File: src/rtl/trap_entry_pkg.sv
package trap_entry_pkg;

    localparam int CAUSE_W = 6;

    typedef enum logic [1:0] {
        PRIV_USER  = 2'd0,
        PRIV_SUPER = 2'd1,
        PRIV_RSVD  = 2'd2,
        PRIV_MACH  = 2'd3
    } priv_e;

    // status word bit positions decoded by the rest of the core
    localparam int ST_SIE    = 1;
    localparam int ST_MIE    = 3;
    localparam int ST_SPIE   = 5;
    localparam int ST_MPIE   = 7;
    localparam int ST_SPP    = 8;
    localparam int ST_MPP_LO = 11;
    localparam int ST_MPP_HI = 12;

    localparam logic [CAUSE_W-1:0] CODE_CALL_USER  = CAUSE_W'(8);
    localparam logic [CAUSE_W-1:0] CODE_CALL_SUPER = CAUSE_W'(9);
    localparam logic [CAUSE_W-1:0] CODE_CALL_MACH  = CAUSE_W'(11);

    typedef struct packed {
        logic               to_super;
        logic               async;
        logic               use_addr;
        logic [CAUSE_W-1:0] code;
    } trap_route_t;

    // exceptions whose trap value carries the offending address
    function automatic logic carries_address(input logic [CAUSE_W-1:0] code);
        case (code)
            CAUSE_W'(0), CAUSE_W'(1), CAUSE_W'(4), CAUSE_W'(5),
            CAUSE_W'(6), CAUSE_W'(7), CAUSE_W'(12), CAUSE_W'(13),
            CAUSE_W'(15): carries_address = 1'b1;
            default:      carries_address = 1'b0;
        endcase
    endfunction

    function automatic logic [CAUSE_W-1:0] call_code(input priv_e p,
                                                     input logic [CAUSE_W-1:0] raw);
        case (p)
            PRIV_USER:  call_code = CODE_CALL_USER;
            PRIV_SUPER: call_code = CODE_CALL_SUPER;
            PRIV_MACH:  call_code = CODE_CALL_MACH;
            default:    call_code = raw;
        endcase
    endfunction

endpackage

File: src/rtl/trap_decode.sv
module trap_decode
    import trap_entry_pkg::*;
#(
    parameter int XLEN = 32
) (
    input  logic               async_in,
    input  logic [CAUSE_W-1:0] cause_in,
    input  priv_e              priv_in,
    input  logic [XLEN-1:0]    int_mask,
    input  logic [XLEN-1:0]    exc_mask,
    output trap_route_t        route
);
    localparam int IDX_W = $clog2(XLEN);

    logic [CAUSE_W-1:0] code_fix;
    logic [XLEN-1:0]    mask_sel;
    logic               in_range;
    logic               mask_bit;
    logic               low_priv;

    always_comb begin
        if (!async_in && cause_in == CODE_CALL_USER)
            code_fix = call_code(priv_in, cause_in);
        else
            code_fix = cause_in;
    end

    assign mask_sel = async_in ? int_mask : exc_mask;
    assign in_range = (int'(code_fix) < XLEN);
    assign mask_bit = in_range ? mask_sel[code_fix[IDX_W-1:0]] : 1'b0;
    assign low_priv = (priv_in == PRIV_USER) || (priv_in == PRIV_SUPER);

    always_comb begin
        route.to_super = low_priv && mask_bit;
        route.async    = async_in;
        route.use_addr = !async_in && carries_address(code_fix);
        route.code     = code_fix;
    end
endmodule

File: src/rtl/trap_target_pc.sv
module trap_target_pc
    import trap_entry_pkg::*;
#(
    parameter int XLEN = 32
) (
    input  logic [XLEN-1:0]    vec_in,
    input  logic               async_in,
    input  logic [CAUSE_W-1:0] code_in,
    output logic [XLEN-1:0]    pc_out
);
    localparam logic [1:0] MODE_SPREAD = 2'b01;

    logic [XLEN-1:0] base;
    logic [XLEN-1:0] offset;

    assign base   = {vec_in[XLEN-1:2], 2'b00};
    assign offset = (async_in && vec_in[1:0] == MODE_SPREAD)
                  ? (XLEN'(code_in) << 2) : '0;
    assign pc_out = base + offset;
endmodule

File: src/rtl/trap_status_next.sv
module trap_status_next
    import trap_entry_pkg::*;
#(
    parameter int XLEN = 32
) (
    input  logic [XLEN-1:0] status_in,
    input  priv_e           priv_in,
    input  logic            to_super,
    output logic [XLEN-1:0] status_out
);
    always_comb begin
        status_out = status_in;
        if (to_super) begin
            status_out[ST_SPIE] = status_in[ST_SIE];
            status_out[ST_SPP]  = priv_in[0];
            status_out[ST_SIE]  = 1'b0;
        end else begin
            status_out[ST_MPIE]             = status_in[ST_MIE];
            status_out[ST_MPP_HI:ST_MPP_LO] = priv_in;
            status_out[ST_MIE]              = 1'b0;
        end
    end
endmodule

File: src/rtl/trap_entry_unit.sv
module trap_entry_unit
    import trap_entry_pkg::*;
#(
    parameter int XLEN = 32
) (
    input  logic               clk,
    input  logic               rst,
    input  logic               trap_valid,
    input  logic               trap_async,
    input  logic [CAUSE_W-1:0] trap_cause,
    input  logic [XLEN-1:0]    trap_addr,
    input  logic [XLEN-1:0]    cur_pc,
    input  logic [1:0]         cur_priv,
    input  logic [XLEN-1:0]    int_deleg,
    input  logic [XLEN-1:0]    exc_deleg,
    input  logic [XLEN-1:0]    status_in,
    input  logic [XLEN-1:0]    svec,
    input  logic [XLEN-1:0]    mvec,
    output logic [XLEN-1:0]    status_out,
    output logic [XLEN-1:0]    scause_out,
    output logic [XLEN-1:0]    sepc_out,
    output logic [XLEN-1:0]    stval_out,
    output logic [XLEN-1:0]    mcause_out,
    output logic [XLEN-1:0]    mepc_out,
    output logic [XLEN-1:0]    mtval_out,
    output logic [XLEN-1:0]    next_pc,
    output logic [1:0]         next_priv
);
    localparam int PAD_W = XLEN - 1 - CAUSE_W;

    priv_e           priv_cur;
    trap_route_t     route;
    logic [XLEN-1:0] status_nx;
    logic [XLEN-1:0] pc_nx;
    logic [XLEN-1:0] vec_sel;
    logic [XLEN-1:0] cause_word;
    logic [XLEN-1:0] tval_nx;

    assign priv_cur = priv_e'(cur_priv);

    trap_decode #(.XLEN(XLEN)) u_decode (
        .async_in (trap_async),
        .cause_in (trap_cause),
        .priv_in  (priv_cur),
        .int_mask (int_deleg),
        .exc_mask (exc_deleg),
        .route    (route)
    );

    assign vec_sel = route.to_super ? svec : mvec;

    trap_target_pc #(.XLEN(XLEN)) u_target (
        .vec_in   (vec_sel),
        .async_in (route.async),
        .code_in  (route.code),
        .pc_out   (pc_nx)
    );

    trap_status_next #(.XLEN(XLEN)) u_status (
        .status_in  (status_in),
        .priv_in    (priv_cur),
        .to_super   (route.to_super),
        .status_out (status_nx)
    );

    assign cause_word = {route.async, {PAD_W{1'b0}}, route.code};
    assign tval_nx    = route.use_addr ? trap_addr : '0;

    always_ff @(posedge clk) begin
        if (rst) begin
            status_out <= '0;
            scause_out <= '0;
            sepc_out   <= '0;
            stval_out  <= '0;
            mcause_out <= '0;
            mepc_out   <= '0;
            mtval_out  <= '0;
            next_pc    <= '0;
            next_priv  <= PRIV_MACH;
        end else if (trap_valid) begin
            status_out <= status_nx;
            next_pc    <= pc_nx;
            if (route.to_super) begin
                scause_out <= cause_word;
                sepc_out   <= cur_pc;
                stval_out  <= tval_nx;
                next_priv  <= PRIV_SUPER;
            end else begin
                mcause_out <= cause_word;
                mepc_out   <= cur_pc;
                mtval_out  <= tval_nx;
                next_priv  <= PRIV_MACH;
            end
        end
    end

    AST_IDLE_HOLD: assert property (@(posedge clk) disable iff (rst)
        !trap_valid |=> $stable(next_pc) && $stable(next_priv) && $stable(status_out)
                        && $stable(mepc_out) && $stable(sepc_out)) else $error("idle hold");

    AST_SUPER_NEEDS_LOW_PRIV: assert property (@(posedge clk) disable iff (rst)
        trap_valid && route.to_super |-> cur_priv != 2'd3 && cur_priv != 2'd2) else $error("deleg priv");

    AST_SUPER_ENTRY: assert property (@(posedge clk) disable iff (rst)
        trap_valid && route.to_super |=> next_priv == 2'd1 && !status_out[ST_SIE]
                                         && sepc_out == $past(cur_pc)
                                         && $stable(mepc_out)) else $error("s entry");

    AST_MACH_ENTRY: assert property (@(posedge clk) disable iff (rst)
        trap_valid && !route.to_super |=> next_priv == 2'd3 && !status_out[ST_MIE]
                                          && mepc_out == $past(cur_pc)
                                          && $stable(sepc_out)) else $error("m entry");

    AST_ASYNC_NO_TVAL: assert property (@(posedge clk) disable iff (rst)
        trap_valid && trap_async |=> (next_priv == 2'd1 ? stval_out : mtval_out) == '0) else $error("async tval");

    AST_PRIV_LEGAL: assert property (@(posedge clk) disable iff (rst)
        1'b1 |=> next_priv == 2'd1 || next_priv == 2'd3) else $error("priv legal");
endmodule

File: config.mk
export PLATFORM = sky130hd
export DESIGN_NAME = trap_entry_unit
export DESIGN_NICKNAME = d
export VERILOG_FILES = /design/src/rtl/trap_entry_pkg.sv /design/src/rtl/trap_decode.sv /design/src/rtl/trap_target_pc.sv /design/src/rtl/trap_status_next.sv /design/src/rtl/trap_entry_unit.sv
export SDC_FILE = /design/constraint.sdc
export NUM_CORES = 1
export LEC_CHECK = 0
export ABC_AREA = 1
export BUFFER_PORTS_ARGS = -buffer_cell sky130_fd_sc_hd__buf_2
export CAP_MARGIN = 20
export CELL_PAD_IN_SITES_DETAIL_PLACEMENT = 1
export CELL_PAD_IN_SITES_GLOBAL_PLACEMENT = 1
export CORE_AREA = 2 2 190 192
export DETAILED_ROUTE_END_ITERATION = 12
export DIE_AREA = 0 0 192 194
export PLACE_DENSITY_LB_ADDON = 0.1
export RECOVER_POWER = 25
export SYNTH_ARGS = -nofsm -noshare
export SYNTH_HDL_FRONTEND = slang
export SYNTH_SLANG_ARGS = --single-unit
File: constraint.sdc
create_clock -name clk -period 8.9 [get_ports clk]
set_input_delay 0.445 -clock clk [delete_from_list [all_inputs] [get_ports clk]]
set_output_delay 0.445 -clock clk [all_outputs]
set_load 0.05 [all_outputs]
==> impl_results.md <==
- Max cap viols: 1
- Total die area: 37200 um^2
- Number of vias per cell: 4.58
- Post-layout min period: 5.76 ns
- Failing checks: capacitance limit, slew limit
- Crit-path max cell delay: 0.53 ns
- Final wirelength: 40900 um
- Leak: 6.86 nW
- Worst slew pin tran: 2.69 ns
- Final Setup Violations: 0
- Die Ht: 194 um
- Warnings from Yosys: 0
- Placed instance count: 2361
- Most common cell after layout, fill and taps aside: nor2_1
- WP data required: 9.31 ns
- Tot GR Track Use: 0.211
- DRC: 0
- Top achievable clock speed: 0.174 GHz
- Final Skew: 0 ns
- Commonest cells after routing, fill and taps aside: 486 x nor2_1, 361 x buf_2, 217 x nand2_1
- Io pins: 494
- RSZ-0062 raised after global routing: no
- Synthesis-to-layout area growth: 29.6%
- Slew margin rel.: -0.801
- Worst-path cell with the longest stage delay: buf_2
- Fill cells: 4672
- Largest net degree at the start of global routing: 100
- Crit path kind: in -> reg
- GPL Wtd Cong: 0.836
- CTS tree: done
- Vias in the first global route: 11153
- Cell Pwr Density: 210 nW/um^2
- DR WL/cell: 16.9 um
- Avg Inst Size Synth: 6.60 um^2
- DR pass1 iterations: 4
- # clock sinks: 205
- Share of layout cells above drive strength 1: 0.235
- Area leader, netlist: dfxtp_1
- #FFs+latches synth: 205
- Crit. End Element: flop
- DP Wirelength: 29000 um
- Pre-CTS WS: 2.58 ns
- Final Cell Area: 13200 um^2
- Antenna violations before repair: 4
- Final #Nets: 2171
- CP startpoint kind: input port
- HP Class: in -> reg
- Total number of vias: 11048
- Yosys top cell area share: 0.403
- Synth top area cells: dfxtp_1 40%, nor2_1 18%, o21ai_0 8.6%, nand2_1 8.0%, buf_4 4.1%
- FP Rows: 69
- Initial DRC Count: 380
- Crit path DAT: 6.17 ns
- Period utilization: 0.647
- Status: complete, but fails checks
- Post-CTS Resized: 0
- CTS buffer count: 26
- Final worst-path setup slack: 3.14 ns
- Post-CTS Hold Buffers: 0
- Mapped cell area: 10200 um^2
- Post-route ant nets: 0
- First-pass GRT wire length: 62000 um
- Cell area after placement: 12400 um^2
- Final Non-Filler Cells: 2413
- Syn Inst Count: 1544
- CTS root buffer: clkbuf_16
- Final max-slew violation count: 82
- Peak VDD IR: 0.132 mV
- Die X: 192 um
- Post-synthesis cell type count: 39
- H-Tree Depth: 1
- Multi-input gate area: 5070 um^2
- Max Root-Sink Buffers: 3
- Crit path top cell by count: nand2_1
- Design Power: 2.77 mW
- PortBufs: 440
- Core area: 35200 um^2
- Hold Vio Cnt, Final: 0
- Setup Buffers After CTS: 0
- Starting Density: 0.289
- Setup TNS: 0 ns
- Clk_lat worst skew: 0.54 ns
- Total congestion overflow: 0
- Clock slew at reported path FFs: 0.06 ns
- CP bufs+invs: 6
- Sequential fraction of the synthesis area: 0.403
- Family with the most delay on the worst path: simple AND/OR/NAND/NOR gates
- Register area: 4100 um^2
- Critical path peak fanout: 43
-- registers in the layout, summed over array words and instances (netlist names) --
| name | flops |
|---|---|
| mtval_out | 32 |
| mcause_out | 7 |
| stval_out | 32 |
| mepc_out | 32 |
| status_out | 32 |
| scause_out | 7 |
| next_priv | 1 |
| next_pc | 30 |
| sepc_out | 32 |
-- Yosys cell counts --
| cell type | number |
|---|---|
| nor2_1 | 486 |
| nand2_1 | 218 |
| dfxtp_1 | 205 |
| o21ai_0 | 174 |
| inv_1 | 91 |
| clkbuf_1 | 66 |
| nand3_1 | 60 |
| buf_4 | 55 |
| a21oi_1 | 31 |
| o21ai_1 | 27 |
| nand4_1 | 25 |
| buf_2 | 16 |
| nand2_2 | 15 |
| inv_2 | 8 |
| a31oi_1 | 7 |
| xor2_1 | 7 |
| ha_1 | 6 |
| nor2_2 | 6 |
| buf_6 | 5 |
| nor2_4 | 5 |
| nand3_2 | 3 |
| o21bai_1 | 3 |
| xnor2_1 | 3 |
| clkinv_1 | 2 |
| conb_1 | 2 |
| nand2_4 | 2 |
| nor3_1 | 2 |
| o221ai_1 | 2 |
| or2_2 | 2 |
| a211oi_1 | 1 |
| buf_1 | 1 |
| buf_8 | 1 |
| clkinv_8 | 1 |
| fa_1 | 1 |
| nand3_4 | 1 |
| nand3b_1 | 1 |
| nand3b_2 | 1 |
| nand3b_4 | 1 |
| o211ai_1 | 1 |
-- where the power goes --
part | switching, mW | leakage (nW) | internal, mW
clock network | 0.430 | 0.430 | 0.658
registers | 0.0308 | 1.69 | 0.981
logic | 0.514 | 4.74 | 0.153
total | 0.975 | 6.86 | 1.79
-- cell families after synthesis --
family	after synthesis	share of synthesized area
and+or+nand+nor	828	0.336
xor gates and xnor gates	10	0.00860
AOI/OAI and AO/OA	246	0.124
adders and majority gates	7	0.00934
other	2	0.000737
buffers and inverters	246	0.119
DFF	205	0.403
-- cell type report --
| cell class | instances | share of cell area |
|---|---|---|
| inverters | 102 | 0.0300 |
| clock buffers | 37 | 0.0555 |
| flip-flops and latches | 205 | 0.311 |
| clock inverters | 10 | 0.0106 |
| multi-input cells | 1144 | 0.384 |
| well taps | 461 | 0.0437 |
| repair buffers | 449 | 0.164 |
| diodes | 5 | 0.000948 |
-- worst reg2reg max path: stages (launching register included) --
cell and delay [ns]:
dfxtp_1 0.39, o21ai_0 0.09, a21oi_1 0.20
-- metal layers --
layer	vias to the layer above	routed length, um	track usage
met1	5113	16600	0.242
li1	5539	-	-
met4	0	1340	0.0732
met2	330	20100	0.380
met3	66	2830	0.0487
met5	-	0	0
-- path summary, 6_finish.rpt --
check,from,to,slack (ns),depth (start not counted)
max,trap_async,next_pc[26],3.14,33
min,status_in[17],status_out[17],0.12,3
max reg2reg,next_pc[21],next_pc[21],8.14,2
min reg2reg,scause_out[5],scause_out[5],0.45,2
-- per-stage QoR --
| stage | utilization | hold WS (ns) |
|---|---|---|
| 4_1_cts | 0.377 | 0.0947 |
| 3_3_place_gp | 0.352 | 0.428 |
| 5_1_grt | 0.375 | 0.116 |
| 3_5_place_dp | 0.352 | 0.443 |
| 2_1_floorplan | - | 0.580 |
| 6_report | 0.375 | 0.123 |
(Power assumes the default switching activity.)
